## src/rtl/irqc_pkg.sv

```systemverilog
package irqc_pkg;

    typedef enum logic [1:0] {
        SEL_NONE = 2'd0,
        SEL_FLAG = 2'd1,
        SEL_MASK = 2'd2
    } irqc_sel_e;

    function automatic irqc_sel_e decode_addr(input logic [3:0] addr,
                                              input logic [3:0] flag_addr,
                                              input logic [3:0] mask_addr);
        if (addr == flag_addr)      return SEL_FLAG;
        else if (addr == mask_addr) return SEL_MASK;
        else                        return SEL_NONE;
    endfunction

endpackage

```

## src/rtl/irqc_sync_edge.sv

```systemverilog
module irqc_sync_edge #(
    parameter int N_SRC = 16
) (
    input  logic             clk,
    input  logic             rst_n,
    input  logic [N_SRC-1:0] line_i,
    output logic [N_SRC-1:0] rise_o
);
    typedef struct packed {
        logic [N_SRC-1:0] meta;
        logic [N_SRC-1:0] sync;
        logic [N_SRC-1:0] prev;
    } sync_state_t;

    sync_state_t st_d, st_q;

    always_comb begin
        st_d      = st_q;
        st_d.meta = line_i;
        st_d.sync = st_q.meta;
        st_d.prev = st_q.sync;
    end

    always_ff @(posedge clk) begin
        if (!rst_n) st_q <= '0;
        else        st_q <= st_d;
    end

    for (genvar k = 0; k < N_SRC; k++) begin : g_rise
        assign rise_o[k] = st_q.sync[k] & ~st_q.prev[k];
    end

    // a detected rise reflects a line that was low one cycle before
    p_rise_needs_low_r2: assert property (@(posedge clk) disable iff (!rst_n)
        (rise_o != '0) |=> ((st_q.prev & $past(rise_o)) == $past(rise_o)));
endmodule

```

## src/rtl/irqc_regs.sv

```systemverilog
module irqc_regs
    import irqc_pkg::*;
#(
    parameter int N_SRC = 16
) (
    input  logic             clk,
    input  logic             rst_n,
    input  irqc_sel_e        sel_i,
    input  logic             wr_en_i,
    input  logic [N_SRC-1:0] wr_data_i,
    input  logic [N_SRC-1:0] rise_i,
    output logic [N_SRC-1:0] flag_o,
    output logic [N_SRC-1:0] mask_o
);
    typedef struct packed {
        logic [N_SRC-1:0] flag;
        logic [N_SRC-1:0] mask;
    } reg_state_t;

    reg_state_t rg_d, rg_q;
    logic [N_SRC-1:0] keep_d;

    always_comb begin
        rg_d   = rg_q;
        keep_d = '1;
        if (wr_en_i && sel_i == SEL_FLAG) keep_d = wr_data_i;
        rg_d.flag = (rg_q.flag & keep_d) | rise_i;
        if (wr_en_i && sel_i == SEL_MASK) rg_d.mask = wr_data_i;
    end

    always_ff @(posedge clk) begin
        if (!rst_n) begin
            rg_q.flag <= '0;
            rg_q.mask <= '1;
        end else begin
            rg_q <= rg_d;
        end
    end

    assign flag_o = rg_q.flag;
    assign mask_o = rg_q.mask;

    p_clear_r3: assert property (@(posedge clk) disable iff (!rst_n)
        (wr_en_i && sel_i == SEL_FLAG) |=>
        ((flag_o & ~$past(wr_data_i) & ~$past(rise_i)) == '0));

    p_set_wins_r4: assert property (@(posedge clk) disable iff (!rst_n)
        (rise_i != '0) |=> ((flag_o & $past(rise_i)) == $past(rise_i)));

    p_hold_r3: assert property (@(posedge clk) disable iff (!rst_n)
        !(wr_en_i && sel_i == SEL_FLAG) |=>
        ((flag_o & $past(flag_o)) == $past(flag_o)));

    p_mask_write_r5: assert property (@(posedge clk) disable iff (!rst_n)
        (wr_en_i && sel_i == SEL_MASK) |=> (mask_o == $past(wr_data_i)));
endmodule

```

## src/rtl/irqc_edge_ctrl.sv

```systemverilog
module irqc_edge_ctrl
    import irqc_pkg::*;
#(
    parameter int          N_SRC     = 16,
    parameter int          ADDR_W    = 4,
    parameter logic [3:0]  FLAG_ADDR = 4'h2,
    parameter logic [3:0]  MASK_ADDR = 4'hA,
    parameter logic [15:0] OUT_SEL   = 16'h0700
) (
    input  logic              clk,
    input  logic              rst_n,
    input  logic [N_SRC-1:0]  src_i,
    input  logic [ADDR_W-1:0] addr_i,
    input  logic              wr_en_i,
    input  logic [N_SRC-1:0]  wr_data_i,
    output logic [N_SRC-1:0]  rd_data_o,
    output logic              irq_o
);
    localparam logic [N_SRC-1:0] SEL_VEC = N_SRC'(OUT_SEL);

    irqc_sel_e        sel;
    logic [N_SRC-1:0] rise, flag_q, mask_q;

    assign sel = decode_addr(4'(addr_i), FLAG_ADDR, MASK_ADDR);

    irqc_sync_edge #(.N_SRC(N_SRC)) i_sync (
        .clk    (clk),
        .rst_n  (rst_n),
        .line_i (src_i),
        .rise_o (rise)
    );

    irqc_regs #(.N_SRC(N_SRC)) i_regs (
        .clk       (clk),
        .rst_n     (rst_n),
        .sel_i     (sel),
        .wr_en_i   (wr_en_i),
        .wr_data_i (wr_data_i),
        .rise_i    (rise),
        .flag_o    (flag_q),
        .mask_o    (mask_q)
    );

    always_comb begin
        unique case (sel)
            SEL_FLAG: rd_data_o = flag_q;
            SEL_MASK: rd_data_o = mask_q;
            default:  rd_data_o = '0;
        endcase
    end

    assign irq_o = |(flag_q & ~mask_q & SEL_VEC);

    p_unused_wr_r9: assert property (@(posedge clk) disable iff (!rst_n)
        (wr_en_i && sel == SEL_NONE) |=> (mask_q == $past(mask_q)));

    p_full_mask_r5: assert property (@(posedge clk) disable iff (!rst_n)
        (wr_en_i && sel == SEL_MASK && ((wr_data_i & SEL_VEC) == SEL_VEC))
        |=> !irq_o);

    p_no_flag_r8: assert property (@(posedge clk) disable iff (!rst_n)
        ((flag_q & SEL_VEC) == '0) |-> !irq_o);
endmodule

```

## config.mk

```make
export PLATFORM = sky130hd
export DESIGN_NAME = irqc_edge_ctrl
export DESIGN_NICKNAME = d
export VERILOG_FILES = /design/src/rtl/irqc_pkg.sv /design/src/rtl/irqc_sync_edge.sv /design/src/rtl/irqc_regs.sv /design/src/rtl/irqc_edge_ctrl.sv
export SDC_FILE = /design/constraint.sdc
export NUM_CORES = 1
export LEC_CHECK = 0
export ABC_CLOCK_PERIOD_IN_PS = 2500
export BUFFER_PORTS_ARGS = -buffer_cell sky130_fd_sc_hd__buf_2
export CORE_UTILIZATION = 53
export DETAILED_ROUTE_END_ITERATION = 6
export PLACE_DENSITY = 0.79
export RECOVER_POWER = 100
export SLEW_MARGIN = 20
export SYNTH_ARGS = -nofsm -noshare
export SYNTH_HDL_FRONTEND = slang
export SYNTH_SLANG_ARGS = --single-unit
```

## constraint.sdc

```tcl
create_clock -name clk -period 2.5 [get_ports clk]
set_clock_uncertainty 0.15 [all_clocks]
set_input_delay 0.625 -clock clk [delete_from_list [all_inputs] [get_ports clk]]
set_output_delay 0.625 -clock clk [all_outputs]
set_load 0.05 [all_outputs]
```

# Word level (Yosys, flattened, before mapping)
# Index checks and enable logic that the tools add are counted.
[classes]
eq_ne = 4
n_reduce_logical = 3
bitwise_logic = 36
muxes = 4
[op_table]
columns = ["op", "count"]
rows = [
  ["16-bit case mux with 2 select lines", 1],
  ["1-bit AND", 16],
  ["16-bit AND", 1],
  ["16-bit two-way mux", 1],
  ["1-bit inverter", 16],
  ["16-bit bitwise OR", 1],
  ["11-bit AND", 1],
  ["11-bit inverter", 1],
  ["4-bit by 2-bit equality test with 1-bit output (second input constant)", 1],
  ["4-bit equality test (second input constant)", 1],
  ["2-bit two-way mux", 2],
  ["3-bit OR reduction", 1],
  ["2-bit by 1-bit equality test with 1-bit output (second input constant)", 1],
  ["2-bit equality test (second input constant)", 1],
  ["1-bit logical AND", 2],
]
[word_totals]
wordCells = 52
ff_bits = 80

# Longest topological paths before layout
# Gate-level depths: netlist of run 1.
[logic_depth]
depth_word = 8
ltp_mapped = 5
ltp_nobuf = 3

# By module
# Synthesis of run 1 repeated with hierarchy kept, for this count alone.
[hier_totals]
cells_unflattened = 303
hier_area_um2 = 3164.3
[modules_own_cells]
columns = ["mod", "instances", "area_each_um2", "cells_per_inst", "seq_area_each_um2"]
rows = [
  ["irqc_regs", 1, 1457.6, 142, 640.6],
  ["irqc_sync_edge", 1, 1405.1, 117, 960.9],
  ["irqc_edge_ctrl", 1, 301.5, 44, 0.0],
]

# Worst setup path before layout of run 1
# No wires, ideal clock.
[synth_path]
path_kind = "input-to-output"
from = "in addr_i[3]"
to = "out rd_data_o[10]"
path_slack_ps = -801
path_buffers = 2
stages = 4
arrival_ps = 2526
path_cell_list = "or4b_1 buf_2 buf_2 o21ai_0"
[synth_between]
elab_chain_len = 5
[synth_lines]
columns = ["element", "line", "source"]
rows = [
  ["start: declaration", "irqc_edge_ctrl.sv:13", "input logic [ADDR_W-1:0] addr_i,"],
  ["4-bit equality test", "irqc_pkg.sv:13", "else if (addr == mask_addr) return SEL_MASK;"],
  ["2-bit two-way mux", "irqc_pkg.sv:13", ""],
  ["2-bit two-way mux *", "irqc_pkg.sv:12", "if (addr == flag_addr) return SEL_FLAG;"],
  ["2-bit equality test or 2-bit by 1-bit equality test with 1-bit output (tied branches)", "irqc_edge_ctrl.sv:45", "unique case (sel)"],
  ["16-bit case mux with 2 select lines *", "irqc_edge_ctrl.sv:45", ""],
  ["end: declaration", "irqc_edge_ctrl.sv:16", "output logic [N_SRC-1:0] rd_data_o,"],
]
# Mark *: on every way between the ends. The rest lies on a longest branch, timed or not.

# Worst setup path in the final report of run 1
# Ends and elaborated chain as after synthesis.

==> results.sh, run 1 <==
export IMPL_vias_after_detailed_routing=2153
export IMPL_holdCritStartpoint="i_sync.st_q[8]"
export IMPL_die_width_um=74.5
export IMPL_finalCriticalPeriod_ps=2530
export IMPL_worstPathCellList="buf_6 > or4b_4 > buf_12 > o21ai_4 > buf_6"
export IMPL_synthesis_yosys_warnings=0
export IMPL_setup_viol=7
export IMPL_clock_transition_time_at_the_flip_flop_clock_pins_of_the_worst_setup_and_hold_paths_ps=70
export IMPL_rows=26
export IMPL_globalRoute_totalOverflow=0
export IMPL_path_common_cell="sky130_fd_sc_hd__buf_6"
export IMPL_route_detailed_vias_per_inst=5.03
export IMPL_antenna_cells_inserted=0
export IMPL_ys_seq_area_share_pct=57.4
export IMPL_number_of_sinks_driven_by_the_clock_tree=80
export IMPL_drv_max_cap_violation_count=0
export IMPL_critPathKind="in -> out"
export IMPL_synthDominantAreaCellType="sky130_fd_sc_hd__dfxtp_1"
export IMPL_outcome="complete, but fails checks"
export IMPL_slew_violations=0
export IMPL_cpLargestDelayFamily="simple AND/OR/NAND/NOR gates"
export IMPL_final_setup_worst_slack_ps=-28.6
export IMPL_vdd_ir_drop_worst_mv=0.383
export IMPL_route_antenna_remaining_nets=0
export IMPL_grt_antenna_before_repair=0
export IMPL_design_die_area_um2=5560
export IMPL_die_height_um=74.5
export IMPL_synth_top_cells_by_area="sky130_fd_sc_hd__dfxtp_1, sky130_fd_sc_hd__and2_1, sky130_fd_sc_hd__nand2_1"
export IMPL_drt_total_wl_um=5600
export IMPL_placeableCoreArea_um2=5070
export IMPL_worstHoldPathType="reg -> reg"
export IMPL_timing_hold_violations_final=0
export IMPL_io_pins=56
export IMPL_max_buffers_root_to_sink=2
export IMPL_grt_first_pass_wirelength_um=8940
export IMPL_worst_path_max_fanout=11
export IMPL_per_cell_routed_wire_length_um=13.1
export IMPL_post_dp_cell_area_um2=3290
export IMPL_ys_types=19
export IMPL_layout_drive_gt1_share_pct=29.9
export IMPL_cts_made_buffers=9
export IMPL_nFillCells=387
export IMPL_initial_utilization_pct=55.0
export IMPL_hold_buffers=0
export IMPL_avgSynthCellArea_um2=9.62
export IMPL_worstPathArrival_ps=1750
export IMPL_final_cycle_share_pct=101
export IMPL_post_place_ws_ps=-180
export IMPL_cts_tree="built"
export IMPL_slew_headroom_pct=6.91
export IMPL_global_route_usage_total_pct=21.7
export IMPL_violations="setup timing"
export IMPL_areaGrowthSynthToFinish_pct=30.0
export IMPL_critPathRequiredTime_ps=1730
export IMPL_design_final_nets=394
export IMPL_slowest_stage="sky130_fd_sc_hd__or4b_4"
export IMPL_end_kind="primary output"
export IMPL_crit_buf_inv=3
export IMPL_drt_pass1_iterations=4
export IMPL_dpl_hpwl_um=3600
export IMPL_unrepaired_setup_endpoints_after_global_routing="true"
export IMPL_cp_start_kind="input pin"
export IMPL_clk_insertion_delay_late_ps=330
export IMPL_i_o_buffers=55
export IMPL_worst_tran_pin_value_ps=1400
export IMPL_number_of_global_route_vias_before_repair=1993
export IMPL_gp_congestion=0.787
export IMPL_detail_route_iter0_violations=159
export IMPL_post_route_util_pct=71.4
export IMPL_fin_area_um2=3620
export IMPL_post_route_drc_violation_count=0
export IMPL_critical_path_max_stage_delay_ps=540
export IMPL_launch_point_of_the_worst_path="addr_i[3]"
export IMPL_highest_achievable_clock_rate_mhz=395
export IMPL_worst_r2r_startpoint="i_sync.st_d[3]"
export IMPL_clockRootBuffer="sky130_fd_sc_hd__clkbuf_8"
export IMPL_synth_fp_nets=329
export IMPL_synth_largest_type_area_fraction_pct=57.4
export IMPL_syn_area_um2=2790
export IMPL_grt_start_max_net_pins=81
export IMPL_cts_htree_levels=3
export IMPL_power_leakage_nw=1.59
export IMPL_power_per_cell_area_nw_per_um2=647
export IMPL_mapped_cells=290
export IMPL_synth_seq_cells=80
==> through the flow <==
stage               TNS (ps)  hold slack (ps)  power [mW]  instances
floorplan               -288              254        1.51        290
global placement       -1740              258        1.58        412
global route            -807              297        2.45        428
CTS                     -158              279        2.35        427
detailed placement     -1970              267        1.59        412
finish                 -78.7              273        2.35        428
==> cell usage in the layout (no fill, tap or decap), types with 9 or more instances in the layout <==
master                     instances
sky130_fd_sc_hd__clkbuf_8         10
sky130_fd_sc_hd__buf_4            14
sky130_fd_sc_hd__a21o_1           16
sky130_fd_sc_hd__dfxtp_1          80
sky130_fd_sc_hd__buf_2            36
sky130_fd_sc_hd__nand2_1          42
sky130_fd_sc_hd__and2_1           17
sky130_fd_sc_hd__o22ai_1          17
sky130_fd_sc_hd__buf_6            16
sky130_fd_sc_hd__inv_1            24
sky130_fd_sc_hd__and2_0           15
sky130_fd_sc_hd__o21ai_0          16
sky130_fd_sc_hd__nor3_1            9
==> where the power goes <==
part	switching (mW)	leakage, nW	internal (mW)	total [mW]
combinational	0.134	0.859	0.104	0.238
clock	0.389	0.0794	0.377	0.765
sequential	0.0175	0.656	1.33	1.34
==> sequential cells by signal, indices dropped and copies added (netlist names) <==
signal	flops
i_regs.mask_o	16
i_regs.flag_o	16
i_sync.st_q	16
i_sync.st_d	32
==> cells by family after synthesis <==
kind of cell | synth area share (%)
buffers and inverters | 6.33
AND/OR/NAND/NOR | 17.0
flip-flops | 57.4
AO/OA/AOI/OAI | 19.2
==> synthesized netlist by cell type <==
cell,count
sky130_fd_sc_hd__nor4bb_1,1
sky130_fd_sc_hd__inv_1,24
sky130_fd_sc_hd__o22ai_1,17
sky130_fd_sc_hd__o31ai_4,4
sky130_fd_sc_hd__dfxtp_1,80
sky130_fd_sc_hd__nor4b_2,1
sky130_fd_sc_hd__buf_6,1
sky130_fd_sc_hd__nor3_1,9
sky130_fd_sc_hd__a22o_1,9
sky130_fd_sc_hd__or4b_1,1
sky130_fd_sc_hd__buf_2,6
sky130_fd_sc_hd__and2_1,32
sky130_fd_sc_hd__o21ai_0,23
sky130_fd_sc_hd__o21bai_1,1
sky130_fd_sc_hd__nand2_1,49
sky130_fd_sc_hd__nand4bb_1,1
sky130_fd_sc_hd__o31ai_1,3
sky130_fd_sc_hd__a21o_1,16
sky130_fd_sc_hd__clkbuf_1,12
==> routing by layer <==
layer  wire length [um]  vias to the layer above  track usage [%]
li1                   -                     1088                -
met1               2460                      991             27.0
met2               2770                       64             36.3
met3                259                       10             4.20
met4                106                        0             10.1
met5                  0                        -                0
==> area by class of cell <==
| cell class | count | area (um2) | area share [%] |
|---|---|---|---|
| repair buffers | 73 | 554 | 15.3 |
| clock buffers | 13 | 149 | 4.11 |
| well taps | 70 | 87.6 | 2.42 |
| flip-flops and latches | 80 | 1600 | 44.2 |
| multi-input cells | 167 | 1140 | 31.4 |
| inverters | 24 | 90.1 | 2.49 |
| clock inverters | 1 | 5.00 | 0.138 |
==> worst reg2reg max path, delay by kind of cell, from the launching register on <==
family | cells | cell delay, ps
AO/OA/AOI/OAI | 1 | 220
AND/OR/NAND/NOR | 1 | 80
flip-flops | 1 | 310
==> final timing paths <==
check	end	slack (ps)	cells past startpoint
worst min-delay path	i_regs.flag_o[8]	270	1
worst max register to register	i_regs.flag_o[3]	1660	2
worst max-delay path	rd_data_o[10]	-30	5
worst min register to register	i_regs.flag_o[8]	270	1
==> timing repair <==
action / in CTS / in global routing
setup buffers: 0 / 1
endpoints found under the setup margin: 16 / 16
pin swaps: 1 / 4
resized for setup: 35 / 20
cloned: 1 / 0
No activity file was read; power rests on OpenSTA's default activity.
==> run 2, diff against run 1 <==
--- a/config.mk
+++ b/config.mk
@@ -7,11 +7,12 @@
 export LEC_CHECK = 0
 export ABC_CLOCK_PERIOD_IN_PS = 2500
 export BUFFER_PORTS_ARGS = -buffer_cell sky130_fd_sc_hd__buf_2
+export CAP_MARGIN = 20
 export CORE_UTILIZATION = 53
 export DETAILED_ROUTE_END_ITERATION = 6
 export PLACE_DENSITY = 0.79
 export RECOVER_POWER = 100
-export SLEW_MARGIN = 20
+export SLEW_MARGIN = 5
 export SYNTH_ARGS = -nofsm -noshare
 export SYNTH_HDL_FRONTEND = slang
 export SYNTH_SLANG_ARGS = --single-unit
==> constraint.sdc (replaced) <==
create_clock -name clk -period 2.5 [get_ports clk]
set_clock_uncertainty 0.15 [all_clocks]
set_input_delay 0.625 -clock clk [delete_from_list [all_inputs] [get_ports clk]]
set_output_delay 0.625 -clock clk [all_outputs]
set_load 0.1 [all_outputs]
==> results.sh, run 2 (synthesized netlist as in run 1, its figures left out) <==
export IMPL_power_total_mw=2.45
export IMPL_die_width_um=74.5
export IMPL_rows=26
export IMPL_worstPathCellList="buf_6 > or4b_4 > o21ai_4 > buf_12"
export IMPL_max_buffers_root_to_sink=2
export IMPL_clock_transition_time_at_the_flip_flop_clock_pins_of_the_worst_setup_and_hold_paths_ps=70
export IMPL_grt_antenna_before_repair=0
export IMPL_hold_buffers=0
export IMPL_fin_worst_hold_slack_ps=279
export IMPL_dpl_hpwl_um=3890
export IMPL_worstHoldPathType="reg -> reg"
export IMPL_i_o_buffers=55
export IMPL_grt_start_max_net_pins=81
export IMPL_io_pins=56
export IMPL_power_leakage_nw=1.72
export IMPL_outcome="complete, but fails checks"
export IMPL_largest_reg_flops=32
export IMPL_timing_hold_violations_final=0
export IMPL_end_kind="primary output"
export IMPL_initial_utilization_pct=55.0
export IMPL_setup_viol=15
export IMPL_layout_drive_gt1_share_pct=33.0
export IMPL_cp_start_kind="input pin"
export IMPL_post_route_drc_violation_count=0
export IMPL_worstPathArrival_ps=1790
export IMPL_clockRootBuffer="sky130_fd_sc_hd__clkbuf_8"
export IMPL_per_cell_routed_wire_length_um=14.4
export IMPL_regToRegSetupSlack_ps=1620
export IMPL_post_place_ws_ps=-129
export IMPL_cts_tree="built"
export IMPL_power_per_cell_area_nw_per_um2=628
export IMPL_drv_max_cap_violation_count=0
export IMPL_unrepaired_setup_endpoints_after_global_routing="true"
export IMPL_drt_total_wl_um=6220
export IMPL_timing_reg2reg_worst_path_depth=2
export IMPL_post_dp_cell_area_um2=3580
export IMPL_highest_achievable_clock_rate_mhz=390
export IMPL_placeableCoreArea_um2=5070
export IMPL_design_die_area_um2=5560
export IMPL_slew_violations=0
export IMPL_worst_path_max_fanout=6
export IMPL_number_of_sinks_driven_by_the_clock_tree=80
export IMPL_layout_commonest_cell="sky130_fd_sc_hd__dfxtp_1"
export IMPL_slowest_stage="sky130_fd_sc_hd__or4b_4"
export IMPL_fin_area_um2=3900
export IMPL_grt_first_pass_wirelength_um=9800
export IMPL_clk_insertion_delay_late_ps=340
export IMPL_crit_reg2reg_capture="i_regs.flag_o[1]"
export IMPL_die_height_um=74.5
export IMPL_critPathKind="in -> out"
export IMPL_design_final_nets=395
export IMPL_antenna_cells_inserted=0
export IMPL_detail_route_iter0_violations=127
export IMPL_areaGrowthSynthToFinish_pct=39.8
export IMPL_vdd_ir_drop_worst_mv=0.453
export IMPL_critPathRequiredTime_ps=1730
export IMPL_final_cycle_share_pct=103
export IMPL_vias_after_detailed_routing=2223
export IMPL_global_route_usage_total_pct=23.9
export IMPL_worst_r2r_startpoint="i_regs.flag_o[1]"
export IMPL_cts_htree_levels=3
export IMPL_slew_headroom_pct=7.40
export IMPL_launch_point_of_the_worst_path="addr_i[2]"
export IMPL_post_route_util_pct=76.8
export IMPL_route_detailed_vias_per_inst=5.16
export IMPL_drt_pass1_iterations=4
export IMPL_gp_congestion=0.801
export IMPL_worst_tran_pin_value_ps=1390
export IMPL_hold_path_cell_count=1
export IMPL_final_setup_worst_slack_ps=-65.6
export IMPL_violations="setup timing"
export IMPL_worstSetupEndpoint="rd_data_o[8]"
export IMPL_route_antenna_remaining_nets=0
export IMPL_globalRoute_totalOverflow=0
export IMPL_critical_path_max_stage_delay_ps=660
export IMPL_cts_made_buffers=9
export IMPL_number_of_global_route_vias_before_repair=2144
export IMPL_finalCriticalPeriod_ps=2570
export IMPL_most_common_layout_cells="sky130_fd_sc_hd__dfxtp_1, sky130_fd_sc_hd__nand2_1, sky130_fd_sc_hd__buf_2, sky130_fd_sc_hd__inv_1, sky130_fd_sc_hd__and2_1"
==> run 2: changes by cell type in the layout (fill, tap and decap cells not counted), moves of 3 or more <==
cell | before | now
sky130_fd_sc_hd__a22o_1 | 6 | 0
sky130_fd_sc_hd__a22o_4 | 1 | 9
sky130_fd_sc_hd__buf_12 | 1 | 16
sky130_fd_sc_hd__buf_6 | 16 | 7
sky130_fd_sc_hd__buf_8 | 4 | 1
sky130_fd_sc_hd__clkinv_2 | 1 | 4
sky130_fd_sc_hd__nand2_2 | 7 | 0
sky130_fd_sc_hd__nand2_4 | 0 | 7
==> run 2: worst min-delay path by stage <==
stage                          from                end  slack (ps)
CTS                  i_sync.st_q[8]   i_regs.flag_o[8]         280
global route        i_sync.st_q[15]  i_regs.flag_o[15]         290
global placement     i_sync.st_q[5]   i_regs.flag_o[5]         260
finish              i_sync.st_q[11]  i_regs.flag_o[11]         280
floorplan            i_sync.st_d[0]     i_sync.st_q[0]         250
detailed placement   i_sync.st_d[4]     i_sync.st_q[4]         270
==> run 2: layout make-up <==
class,instances,area (um2)
inverters,24,90.1
clock inverters,4,20.0
repair buffers,73,689
well taps,70,87.6
clock buffers,12,145
multi-input cells,168,1270
fillers,325,1170
flip-flops and latches,80,1600
==> run 2: worst max-delay path: cells and delay by family <==
| family | cells | cell delay (ps) |
|---|---|---|
| and+or+nand+nor | 1 | 660 |
| AOI/OAI and AO/OA | 1 | 200 |
| buffers and inverters | 2 | 300 |
==> run 2: power by group <==
part,switching [mW],internal [mW],leakage [nW]
Clock,0.416,0.382,0.0899
Combinational,0.179,0.127,0.975
Sequential,0.0202,1.33,0.656
==> run 2: routing by layer <==
layer / track usage, % / vias to the layer above / routed length, um
li1: - / 1100 / -
met1: 29.2 / 1037 / 2620
met2: 38.8 / 73 / 3140
met3: 7.05 / 13 / 344
met4: 10.9 / 0 / 120
met5: 0 / - / 0
==> run 2: through the flow <==
step / setup TNS [ps] / instances
after floorplan: -1750 / 290
after global placement: -822 / 412
after detailed placement: -1110 / 412
after CTS: -560 / 429
after global routing: -1070 / 431
final: -381 / 431
==> run 2: repair_timing <==
| item | CTS | global route |
|---|---|---|
| setup buffers | 0 | 2 |
| gates cloned | 1 | 0 |
| endpoints found under the setup margin | 16 | 16 |
| gates resized for setup | 11 | 22 |
| pin swaps | 3 | 10 |
==> run 3, diff against run 2 <==
--- a/config.mk
+++ b/config.mk
@@ -8,6 +8,7 @@
 export ABC_CLOCK_PERIOD_IN_PS = 2500
 export BUFFER_PORTS_ARGS = -buffer_cell sky130_fd_sc_hd__buf_2
 export CAP_MARGIN = 20
+export CORE_ASPECT_RATIO = 0.8
 export CORE_UTILIZATION = 53
 export DETAILED_ROUTE_END_ITERATION = 6
 export PLACE_DENSITY = 0.79
==> results.sh, run 3 (synthesized netlist as in run 1, its figures left out) <==
export IMPL_final_setup_worst_slack_ps=-84.7
export IMPL_holdCritStartpoint="i_sync.st_d[16]"
export IMPL_worstPathArrival_ps=1810
export IMPL_cts_made_buffers=9
export IMPL_groute_layer_met1_usage_pct=28.4
export IMPL_final_cycle_share_pct=103
export IMPL_most_common_layout_cells="sky130_fd_sc_hd__dfxtp_1, sky130_fd_sc_hd__nand2_1, sky130_fd_sc_hd__buf_2, sky130_fd_sc_hd__inv_1"
export IMPL_clockRootBuffer="sky130_fd_sc_hd__clkbuf_8"
export IMPL_route_antenna_remaining_nets=0
export IMPL_power_per_cell_area_nw_per_um2=692
export IMPL_clk_insertion_delay_late_ps=350
export IMPL_placeableCoreArea_um2=5040
export IMPL_path_common_cell="sky130_fd_sc_hd__buf_6"
export IMPL_hold_path_end="i_sync.st_d[0]"
export IMPL_outcome="complete, but fails checks"
export IMPL_areaGrowthSynthToFinish_pct=41.0
export IMPL_fin_area_um2=3930
export IMPL_post_place_ws_ps=-119
export IMPL_use_met2_pct=45.2
export IMPL_regToRegSetupSlack_ps=1630
export IMPL_nFillCells=317
export IMPL_cts_tree="built"
export IMPL_grt_antenna_before_repair=0
export IMPL_route_detailed_vias_per_inst=5.28
export IMPL_critical_path_max_stage_delay_ps=380
export IMPL_initial_utilization_pct=55.4
export IMPL_post_route_util_pct=78.1
export IMPL_drv_max_cap_violation_count=0
export IMPL_dpl_hpwl_um=3930
export IMPL_fin_tns_setup_ps=-1080
export IMPL_numPlacedInstances=408
export IMPL_slowest_stage="sky130_fd_sc_hd__nor4bb_4"
export IMPL_critPathRequiredTime_ps=1730
export IMPL_i_o_buffers=55
export IMPL_worst_path_max_fanout=7
export IMPL_grtUsageMet3_pct=9.29
export IMPL_post_route_drc_violation_count=0
export IMPL_highest_achievable_clock_rate_mhz=387
export IMPL_seq_area_um2=1600
export IMPL_rows=23
export IMPL_design_final_nets=402
export IMPL_cp_start_kind="input pin"
export IMPL_number_of_global_route_vias_before_repair=2223
export IMPL_layout_cells_non_filler=430
export IMPL_worst_r2r_startpoint="i_sync.st_d[10]"
export IMPL_per_cell_routed_wire_length_um=15.3
export IMPL_drt_pass1_iterations=4
export IMPL_finalCriticalPeriod_ps=2580
export IMPL_number_of_sinks_driven_by_the_clock_tree=80
export IMPL_global_route_usage_total_pct=25.7
export IMPL_grt_start_max_net_pins=24
export IMPL_timing_reg2reg_worst_path_depth=2
export IMPL_crit_reg2reg_capture="i_regs.flag_o[10]"
export IMPL_slew_violations=0
export IMPL_critPathKind="in -> out"
export IMPL_vias_after_detailed_routing=2271
export IMPL_io_pins=56
export IMPL_unrepaired_setup_endpoints_after_global_routing="true"
export IMPL_die_width_um=83.1
export IMPL_end_kind="primary output"
export IMPL_globalRoute_totalOverflow=0
export IMPL_largest_reg_flops=32
export IMPL_gp_congestion=0.778
export IMPL_layout_commonest_cell="sky130_fd_sc_hd__dfxtp_1"
export IMPL_cts_htree_levels=3
export IMPL_power_leakage_nw=1.72
export IMPL_die_height_um=66.9
export IMPL_layout_drive_gt1_share_pct=32.1
export IMPL_setup_viol=16
export IMPL_worstPathCellList="buf_8 > buf_6 > nor4bb_4 > buf_6 > nand2_4 > o21ai_4 > buf_12"
export IMPL_multiInputGateArea_um2=1210
export IMPL_drt_total_wl_um=6590
export IMPL_worstHoldPathType="reg -> reg"
export IMPL_antenna_cells_inserted=0
export IMPL_clock_transition_time_at_the_flip_flop_clock_pins_of_the_worst_setup_and_hold_paths_ps=80
export IMPL_timing_hold_violations_final=0
export IMPL_grt_most_used_layer="met2"
export IMPL_worst_tran_pin_value_ps=981
export IMPL_post_dp_cell_area_um2=3600
export IMPL_slew_headroom_pct=34.6
export IMPL_hold_path_cell_count=1
export IMPL_design_die_area_um2=5560
export IMPL_violations="setup timing"
export IMPL_max_buffers_root_to_sink=2
export IMPL_grt_first_pass_wirelength_um=10600
export IMPL_detail_route_iter0_violations=166
export IMPL_vdd_ir_drop_worst_mv=0.559
[run 3: cell count changes in the layout (fill, tap and decap cells not counted), moves of 2 or more]
cell,previous run,this run
sky130_fd_sc_hd__clkbuf_2,2,0
sky130_fd_sc_hd__clkbuf_8,10,12
sky130_fd_sc_hd__clkbuf_1,2,9
sky130_fd_sc_hd__a22o_4,9,4
sky130_fd_sc_hd__clkinv_2,4,0
sky130_fd_sc_hd__buf_4,12,15
sky130_fd_sc_hd__a22o_2,0,5
sky130_fd_sc_hd__bufinv_16,0,2
[run 3: how the worst max path moves through the flow]
| stage | from | to | slack, ps |
|---|---|---|---|
| floorplan | addr_i[3] | rd_data_o[10] | -270 |
| global placement | addr_i[3] | rd_data_o[10] | -110 |
| detailed placement | addr_i[3] | rd_data_o[10] | -120 |
| CTS | addr_i[0] | rd_data_o[10] | -70 |
| global route | addr_i[2] | rd_data_o[8] | -130 |
| finish | addr_i[2] | rd_data_o[8] | -80 |
[run 3: what timing repair did]
action / 4_1_cts / 5_1_grt
hold buffers: 0 / 0
setup buffers: 2 / 2
gates cloned: 2 / 0
endpoints found under the setup margin: 16 / 16
pin swaps: 9 / 1
resized for setup: 27 / 1
[run 3: per-stage QoR]
step,power (mW),hold WS [ps]
3_3_place_gp,1.66,259
3_5_place_dp,1.67,265
6_report,2.72,273
2_1_floorplan,1.55,254
4_1_cts,2.74,275
5_1_grt,2.82,285
[run 3: layout make-up]
| cell class | instances | area share, % |
|---|---|---|
| clock buffer | 14 | 4.39 |
| timing repair buffer | 80 | 18.2 |
| inverter | 24 | 2.29 |
| clock inverter | 2 | 1.53 |
| sequential | 80 | 40.7 |
| tap | 62 | 1.97 |
| multi-input combinational | 168 | 30.9 |
[run 3: critical path: cells and delay by family]
family	cells	cell delay (ps)
AO/OA/AOI/OAI	1	70
buffers and inverters	4	660
AND/OR/NAND/NOR	2	450
[run 3: power by group]
group          internal, mW  switching (mW)
combinational         0.125           0.181
clock                 0.645           0.428
sequential             1.33          0.0198
total                  2.10           0.628
[run 3: per-layer routing]
metal	up-vias	share of wire, %	wire [um]
met5	-	0	0
met4	0	1.9	123
met3	11	6.9	457
met2	92	49	3220
met1	1054	42	2800
li1	1114	-	-
